File: src/rtl/poll_pkg.sv
package poll_pkg;
    typedef enum logic [1:0] {
        ST_IDLE  = 2'd0,
        ST_SCAN  = 2'd1,
        ST_FOUND = 2'd2
    } poll_state_t;
endpackage

File: src/rtl/req_any.sv
module req_any #(
    parameter int NUM_LINES = 4
) (
    input  logic [NUM_LINES-1:0] req_i,
    output logic                 any_o
);
    always_comb begin
        any_o = 1'b0;
        for (int i = 0; i < NUM_LINES; i++) begin
            any_o = any_o | req_i[i];
        end
    end
endmodule

File: src/rtl/req_mux.sv
module req_mux #(
    parameter int NUM_LINES = 4,
    localparam int IDX_W = (NUM_LINES > 1) ? $clog2(NUM_LINES) : 1
) (
    input  logic [NUM_LINES-1:0] req_i,
    input  logic [IDX_W-1:0]     sel_i,
    output logic                 hit_o
);
    logic [NUM_LINES-1:0] onehot;

    generate
        for (genvar g = 0; g < NUM_LINES; g++) begin : g_sel
            assign onehot[g] = req_i[g] && (sel_i == IDX_W'(g));
        end
    endgenerate

    assign hit_o = |onehot;
endmodule

File: src/rtl/poll_fsm.sv
module poll_fsm
    import poll_pkg::*;
#(
    parameter int NUM_LINES = 4,
    localparam int IDX_W = (NUM_LINES > 1) ? $clog2(NUM_LINES) : 1,
    localparam logic [IDX_W-1:0] LAST_IDX = IDX_W'(NUM_LINES - 1)
) (
    input  logic             clk,
    input  logic             rst_n,
    input  logic             any_i,
    input  logic             hit_i,
    input  logic             test_i,
    input  logic             ack_i,
    output logic [IDX_W-1:0] sel_o,
    output logic [IDX_W-1:0] line_o,
    output logic             valid_o,
    output logic             busy_o
);
    poll_state_t state_q, state_d;
    logic [IDX_W-1:0] idx_q, idx_d;
    logic [IDX_W-1:0] line_q, line_d;
    logic             pend_q, pend_d;

    always_ff @(posedge clk or negedge rst_n) begin
        if (!rst_n) begin
            state_q <= ST_IDLE;
            idx_q   <= '0;
            line_q  <= '0;
            pend_q  <= 1'b0;
        end else begin
            state_q <= state_d;
            idx_q   <= idx_d;
            line_q  <= line_d;
            pend_q  <= pend_d;
        end
    end

    always_comb begin
        state_d = state_q;
        idx_d   = '0;
        line_d  = line_q;
        pend_d  = pend_q && !ack_i;
        unique case (state_q)
            ST_IDLE: begin
                if (test_i && any_i && !pend_q) begin
                    state_d = ST_SCAN;
                end
            end
            ST_SCAN: begin
                if (hit_i) begin
                    state_d = ST_FOUND;
                    line_d  = idx_q;
                    pend_d  = 1'b1;
                end else if (idx_q == LAST_IDX) begin
                    state_d = ST_IDLE;
                end else begin
                    idx_d = idx_q + 1'b1;
                end
            end
            ST_FOUND: begin
                state_d = ST_IDLE;
            end
            default: state_d = ST_IDLE;
        endcase
    end

    always_comb begin
        sel_o   = idx_q;
        line_o  = line_q;
        valid_o = (state_q == ST_FOUND);
        busy_o  = (state_q == ST_SCAN);
    end


    start_needs_any_chk: assert property (@(posedge clk) disable iff (!rst_n)
        (state_q == ST_IDLE && !(any_i && test_i && !pend_q)) |=> state_q == ST_IDLE);


    index_step_chk: assert property (@(posedge clk) disable iff (!rst_n)
        (state_q == ST_SCAN && !hit_i && idx_q != LAST_IDX)
        |=> (state_q == ST_SCAN && idx_q == IDX_W'($past(idx_q) + 1'b1)));


    found_report_chk: assert property (@(posedge clk) disable iff (!rst_n)
        (state_q == ST_SCAN && hit_i) |=> (valid_o && line_o == $past(idx_q)));


    valid_single_chk: assert property (@(posedge clk) disable iff (!rst_n)
        valid_o |=> !valid_o);


    last_exit_chk: assert property (@(posedge clk) disable iff (!rst_n)
        (state_q == ST_SCAN && !hit_i && idx_q == LAST_IDX)
        |=> (state_q == ST_IDLE && !valid_o && $stable(line_o)));


    line_hold_chk: assert property (@(posedge clk) disable iff (!rst_n)
        (pend_q && !ack_i) |=> $stable(line_o));
endmodule

File: src/rtl/poll_scanner.sv
module poll_scanner #(
    parameter int NUM_LINES = 4,
    localparam int IDX_W = (NUM_LINES > 1) ? $clog2(NUM_LINES) : 1
) (
    input  logic                 clk,
    input  logic                 rst_n,
    input  logic [NUM_LINES-1:0] req_i,
    input  logic                 test_i,
    input  logic                 ack_i,
    output logic                 any_o,
    output logic [IDX_W-1:0]     sel_o,
    output logic [IDX_W-1:0]     line_o,
    output logic                 valid_o,
    output logic                 busy_o
);
    logic hit;

    req_any #(.NUM_LINES(NUM_LINES)) u_any (
        .req_i (req_i),
        .any_o (any_o)
    );

    req_mux #(.NUM_LINES(NUM_LINES)) u_mux (
        .req_i (req_i),
        .sel_i (sel_o),
        .hit_o (hit)
    );

    poll_fsm #(.NUM_LINES(NUM_LINES)) u_fsm (
        .clk     (clk),
        .rst_n   (rst_n),
        .any_i   (any_o),
        .hit_i   (hit),
        .test_i  (test_i),
        .ack_i   (ack_i),
        .sel_o   (sel_o),
        .line_o  (line_o),
        .valid_o (valid_o),
        .busy_o  (busy_o)
    );


    any_match_chk: assert property (@(posedge clk) disable iff (!rst_n)
        any_o == (req_i != '0));


    busy_start_chk: assert property (@(posedge clk) disable iff (!rst_n)
        $rose(busy_o) |-> (sel_o == '0 && $past(test_i) && $past(any_o)));
endmodule

File: config.mk
export PLATFORM = sky130hd
export DESIGN_NAME = poll_scanner
export DESIGN_NICKNAME = d
export VERILOG_FILES = /design/src/rtl/poll_pkg.sv /design/src/rtl/req_any.sv /design/src/rtl/req_mux.sv /design/src/rtl/poll_fsm.sv /design/src/rtl/poll_scanner.sv
export SDC_FILE = /design/constraint.sdc
export NUM_CORES = 1
export LEC_CHECK = 0
export ABC_AREA = 1
export ABC_CLOCK_PERIOD_IN_PS = 1710
export BUFFER_PORTS_ARGS = -buffer_cell sky130_fd_sc_hd__buf_2
export CAP_MARGIN = 20
export CELL_PAD_IN_SITES_DETAIL_PLACEMENT = 0
export CELL_PAD_IN_SITES_GLOBAL_PLACEMENT = 1
export CORE_AREA = 2 2 39 41
export DETAILED_ROUTE_END_ITERATION = 10
export DIE_AREA = 0 0 41 43
export GPL_ROUTABILITY_DRIVEN = 0
export PLACE_DENSITY_LB_ADDON = 0.1
export SETUP_SLACK_MARGIN = 0.15
export SLEW_MARGIN = 20
export SYNTH_ARGS = -nofsm -noshare
export SYNTH_HDL_FRONTEND = slang
export SYNTH_SLANG_ARGS = --single-unit
File: constraint.sdc
create_clock -name clk -period 1.71 [get_ports clk]
set_clock_uncertainty 0.05 [all_clocks]
set_input_delay 0.2565 -clock clk [delete_from_list [all_inputs] [get_ports clk]]
set_output_delay 0.2565 -clock clk [all_outputs]
set_load 0.005 [all_outputs]
==> impl_metrics.env, run 1 <==
export IMPL_status="complete, no violations"
export IMPL_cap_violations=0
export IMPL_vias_per_cell=4.205
export IMPL_avgSynthCellArea_sq_um=8.081
export IMPL_finalSetupViolCount=0
export IMPL_leakage_uw=0.0003057
export IMPL_worstMarginPinSlew_ns=0.2319
export IMPL_root_buffer="clkbuf_4"
export IMPL_multi_input_area_sq_um=178.9
export IMPL_worst_ep_required_time_ns=1.80
export IMPL_wl_um=866
export IMPL_grt_antenna_before_repair=0
export IMPL_reg2reg_from="u_fsm.sel_o[0]$_DFF_PN0_"
export IMPL_post_cts_buffers=0
export IMPL_yosysMostFrequentCell="nand2_1"
export IMPL_setup_tns_ns=0
export IMPL_die_x_um=41
export IMPL_min_to="u_fsm.pend_q$_DFF_PN0_"
export IMPL_worstSkewPairLatency_ns=0.26
export IMPL_final_max_slew_viol_count=0
export IMPL_placement_io_buffers=14
export IMPL_grt_max_degree=8
export IMPL_async_reset_ff_share_pct=100.0
export IMPL_start_util_pct=28.03
export IMPL_min_period_ns=1.388
export IMPL_place_area_sq_um=478.0
export IMPL_synth_top_cells_by_count="12 x nand2_1, 7 x dfrtp_1, 6 x inv_1, 6 x nor2_1"
export IMPL_fillers=164
export IMPL_slew_headroom_pct=84.54
export IMPL_syn_to_final_growth_pct=32.90
export IMPL_path_clk_slew_ns=0.06
export IMPL_cts_sinks=7
export IMPL_synth_cells=48
export IMPL_ys_seq_elements=7
export IMPL_yosysTopAreaCellShare_pct=45.16
export IMPL_min_delay_path_depth=2
export IMPL_yosys_top_cells_area="dfrtp_1 45%, ha_1 13%, nand2_1 12%, nand2_2 6.5%, inv_1 5.8%"
export IMPL_track_usage_pct=12.03
export IMPL_h_tree_depth=1
export IMPL_ys_flop_type="dfrtp_1"
export IMPL_hold_class="input port to register"
export IMPL_critPathMaxFanout=6
export IMPL_start_kind="register"
export IMPL_cts_buffer_depth=2
export IMPL_synth_top_cell_by_area="dfrtp_1"
export IMPL_core_area_sq_um=1384
export IMPL_grt_pass1_wl_mm=1.345
export IMPL_rows=14
export IMPL_vias=349
export IMPL_nets=80
export IMPL_synth_area_sq_um=387.9
export IMPL_stdcell_count=83
export IMPL_numCtsBuffers=3
export IMPL_diodes=0
export IMPL_reg2reg_depth=6
export IMPL_fin_area_sq_um=515.5
export IMPL_powerDensity_nw_per_um2=1379
export IMPL_cp_end_kind="register"
export IMPL_post_place_cells=78
export IMPL_rsz0062_at_grt="false"
export IMPL_fin_util_pct=37.25
export IMPL_synth_edff_count=0
export IMPL_timing_rr_end="u_fsm.pend_q$_DFF_PN0_"
export IMPL_ioPinCount=15
export IMPL_drc_errors=0
export IMPL_synth_nets=60
export IMPL_grt_pass1_vias=312
export IMPL_hpwl_um=662.7
export IMPL_hold_viol=0
export IMPL_yosysSeqAreaShare_pct=45.16
export IMPL_post_drt_wl_per_cell_um=10.43
export IMPL_postRouteAntennaNets=0
export IMPL_pre_cts_slack_ns=0.3195
export IMPL_grt_overflow=0
export IMPL_drive_above_1_share_pct=40.30
export IMPL_worst_slack_ns=0.3218
export IMPL_regArea_sq_um=175.2
export IMPL_critPathKind="register to register"
export IMPL_cts_resized=0
export IMPL_cts_tree="built"
export IMPL_max_freq_mhz=720.3
export IMPL_irDropWorstVdd_mv=0.4792
export IMPL_yosysWarnings=0
export IMPL_initialDrtViolationCount=6
export IMPL_die_y_um=43
export IMPL_die_area_sq_um=1763
export IMPL_synth_distinct_cells=12
export IMPL_period_share_pct=81.18
export IMPL_rrSetupSlack_ns=0.32
export IMPL_cp_arrival_ns=1.48
export IMPL_first_pass_iters=3
export IMPL_min_from="ack_i"
-- cells in the final DEF, fill, tap and decap left out, types with 2 or more instances in the layout --
cell type	Yosys	routed
buf_2	0	14
nand2_1	12	12
dfrtp_1	7	7
inv_1	6	6
nor2_1	6	6
nand2_2	4	4
ha_1	4	4
inv_2	3	3
clkbuf_4	0	3
nand3_1	2	2
-- cell families after synthesis --
family | after synthesis | synth area share (%)
and+or+nand+nor | 26 | 29.68
adders and majority gates | 4 | 12.90
DFF | 7 | 45.16
AOI/OAI and AO/OA | 2 | 3.548
buffers and inverters | 9 | 8.709
-- routing by layer --
metal / GRT usage [%] / up-vias / wire, um
met5: 0 / - / 0
met4: 8.000 / 0 / 8
met3: 4.712 / 2 / 52
met2: 17.19 / 11 / 418
met1: 14.14 / 156 / 388
li1: - / 180 / -
-- power breakdown --
group          leakage [uW]  total (uW)  internal [uW]  switching [uW]
combinational      0.000194         275            113             162
sequential        0.0000936         271            224            47.7
clock             0.0000177         165           86.5            78.2
total              0.000306         711            423             288
-- timing repair --
item,CTS,global route
hold buffers,1,0
endpoints found under the setup margin,0,0
hold endpoints to repair,7,0
-- final cells by class --
class                   instances  area share, %
repair buffers                 15          15.53
multi-input cells              32          34.71
inverters                       9          6.553
flip-flops and latches          7          33.98
clock buffers                   3          4.369
clock inverters                 1         0.9709
well taps                      16          3.883
-- through the flow --
step	hold WS [ns]	power, uW
final	0.1144	710.9
after detailed placement	0.04709	556.5
after global routing	0.1080	778.3
after global placement	0.04711	558.7
after floorplan	-0.08909	450.6
after CTS	0.1129	723.2
-- worst max-delay path by stage --
stage | end | startpoint | depth (start not counted)
3_5_place_dp | u_fsm.pend_q$_DFF_PN0_ | u_fsm.sel_o[0]$_DFF_PN0_ | 6
6_report | u_fsm.pend_q$_DFF_PN0_ | u_fsm.sel_o[0]$_DFF_PN0_ | 6
3_3_place_gp | u_fsm.pend_q$_DFF_PN0_ | u_fsm.sel_o[0]$_DFF_PN0_ | 6
4_1_cts | u_fsm.pend_q$_DFF_PN0_ | u_fsm.sel_o[0]$_DFF_PN0_ | 6
2_1_floorplan | u_fsm.pend_q$_DFF_PN0_ | u_fsm.sel_o[0]$_DFF_PN0_ | 6
5_1_grt | u_fsm.pend_q$_DFF_PN0_ | u_fsm.sel_o[0]$_DFF_PN0_ | 6
-- worst max-delay path, cell delays in order, from the launching register on --
cell,delay (ns)
dfrtp_1,0.47
inv_1,0.10
ha_1,0.20
nand2_1,0.07
nand2_2,0.06
o21ai_2,0.20
o21ai_0,0.11
-- state kept, by name, summed over array words and instances, names as in the netlist --
register / cells
u_fsm.line_o: 2
u_fsm.sel_o: 2
u_fsm.state_q: 2
u_fsm.pend_q: 1
Power figures use the tool's default switching activity.
==> inputs of run 2 (changes only) <==
Settings changed: ABC_CLOCK_PERIOD_IN_PS 1710 to 1130, CORE_AREA 2 2 39 41 to not set, CORE_UTILIZATION set to 28, DIE_AREA 0 0 41 43 to not set.
Clock period 1.71 ns to 1.13 ns, I/O delays scaled along.
==> run 2 against run 1 <==
The flow now finishes with violations (setup timing). Global-route usage increased by 2.4 points. Register-to-register slack got worse by 0.42 ns. Setup slack got worse by 0.43 ns. First-iteration DRC count decreased by 100%. Critical path type is now register to output pin. Combinational power increased by 140%. Largest power group unchanged. Largest cell class unchanged. Total power increased by 86%. Critical path depth decreased by 4.
==> impl_metrics.env, run 2 (synthesis results as in run 1) <==
export IMPL_critPathKind="register to output pin"
export IMPL_core_area_sq_um=1301
export IMPL_worst_ep_required_time_ns=0.91
export IMPL_crit_buf_inv=2
export IMPL_wl_um=897
export IMPL_die_y_um=39.22
export IMPL_grt_busiest_layer="met2"
export IMPL_syn_to_final_growth_pct=68.39
export IMPL_drive_above_1_share_pct=63.38
export IMPL_grt_pass1_vias=333
export IMPL_numCtsBuffers=3
export IMPL_status="finished, violations left"
export IMPL_finalSetupViolCount=10
export IMPL_grt_pass1_wl_mm=1.366
export IMPL_worstMarginPinSlew_ns=0.1763
export IMPL_final_max_slew_viol_count=0
export IMPL_slew_headroom_pct=88.25
export IMPL_grt_use_met1_pct=17.08
export IMPL_placement_io_buffers=14
export IMPL_layout_commonest_cell="buf_2"
export IMPL_irDropWorstVdd_mv=1.045
export IMPL_hold_viol=0
export IMPL_period_share_pct=109.4
export IMPL_nets=84
export IMPL_initialDrtViolationCount=0
export IMPL_root_buffer="clkbuf_4"
export IMPL_die_area_sq_um=1538
export IMPL_hpwl_um=628.9
export IMPL_cp_arrival_ns=1.02
export IMPL_powerDensity_nw_per_um2=2026
export IMPL_violations="setup timing"
export IMPL_rows=13
export IMPL_max_freq_mhz=808.6
export IMPL_critPathMaxFanout=4
export IMPL_worst_slack_ns=-0.1067
export IMPL_start_kind="register"
export IMPL_cap_violations=0
export IMPL_final_cell_mix="14 x buf_2, 7 x nand2_1, 6 x nand2_4, 6 x nor2_1, 5 x dfrtp_1"
export IMPL_path_clk_slew_ns=0.06
export IMPL_setup_tns_ns=-0.7277
export IMPL_postRouteAntennaNets=0
export IMPL_slowest_delay_ns=0.47
export IMPL_cp_top_family="flip-flops"
export IMPL_cts_buffer_depth=2
export IMPL_vias_per_cell=4.256
export IMPL_ioPinCount=15
export IMPL_path_cells="buf_4, buf_2"
export IMPL_cts_sinks=7
export IMPL_worstSkewPairLatency_ns=0.26
export IMPL_h_tree_depth=1
export IMPL_post_drt_wl_per_cell_um=10.43
export IMPL_grt_antenna_before_repair=0
export IMPL_grt_overflow=0
export IMPL_die_x_um=39.22
export IMPL_use_met2_pct=22.50
export IMPL_slowest_stage="dfrtp_2"
export IMPL_grt_max_degree=8
export IMPL_leakage_uw=0.0003477
export IMPL_grtUsageMet3_pct=6.936
export IMPL_hold_class="input port to register"
export IMPL_min_period_ns=1.237
export IMPL_first_pass_iters=1
export IMPL_drc_errors=0
export IMPL_start_util_pct=29.81
export IMPL_cts_tree="built"
export IMPL_track_usage_pct=14.46
export IMPL_vias=366
export IMPL_cp_end_kind="output pin"
export IMPL_diodes=0
export IMPL_pre_cts_slack_ns=-0.1242
export IMPL_rsz0062_at_grt="true"
run 2: cell types whose count changed in the layout (fill, tap and decap cells not counted), sizes merged:
| cell | before | now |
|---|---|---|
| buf | 14 | 18 |
| clkinv | 1 | 0 |
| clkbuf | 3 | 4 |
run 2: path summary, 6_finish.rpt:
kind	startpoint	to	slack, ns	depth (start not counted)
setup / recovery	u_fsm.sel_o[0]$_DFF_PN0_	sel_o[0]	-0.11	2
hold / removal	ack_i	u_fsm.pend_q$_DFF_PN0_	0.01	2
setup reg to reg	u_fsm.sel_o[1]$_DFF_PN0_	u_fsm.state_q[0]$_DFFE_PN0P_	-0.10	9
hold reg to reg	u_fsm.line_o[0]$_DFFE_PN0P_	u_fsm.line_o[0]$_DFFE_PN0P_	0.41	2
max in group asynchronous	rst_n	u_fsm.sel_o[1]$_DFF_PN0_	0.62	2
min in group asynchronous	rst_n	u_fsm.pend_q$_DFF_PN0_	0.22	2
run 2: layer usage:
| layer | up-vias | part of all wire [%] |
|---|---|---|
| li1 | 191 | - |
| met4 | 0 | 0 |
| met3 | 0 | 5.6 |
| met1 | 164 | 44 |
| met5 | - | 0 |
| met2 | 11 | 50 |
run 2: power by group:
group | internal, uW | switching [uW]
clock | 135 | 101
combinational | 302 | 354
sequential | 343 | 87.8
run 2: timing repair:
item,in CTS,in global routing
hold endpoints to repair,7,0
gates resized for setup,7,19
setup buffers,1,0
hold buffers,1,0
pin swaps,5,7
setup endpoints to repair,11,13
run 2: final cells by class:
type / count / area (sq um)
flip-flops and latches: 7 / 177.7
well taps: 15 / 18.77
inverters: 9 / 41.29
multi-input cells: 32 / 279.0
clock buffers: 4 / 26.28
repair buffers: 19 / 110.1
fillers: 136 / 648.1
run 2: through the flow:
step	hold WS [ns]	power (uW)	util, %	std cells	cell area [sq um]
finish	0.01416	1323	50.19	86	653.1
global route	0.005777	1428	50.19	86	653.1
CTS	0.01308	1192	43.46	86	565.5
detailed placement	-0.03980	871.7	38.75	80	504.2
global placement	-0.04021	873.5	38.75	80	504.2
floorplan	-0.1761	685.1	-	48	392.9
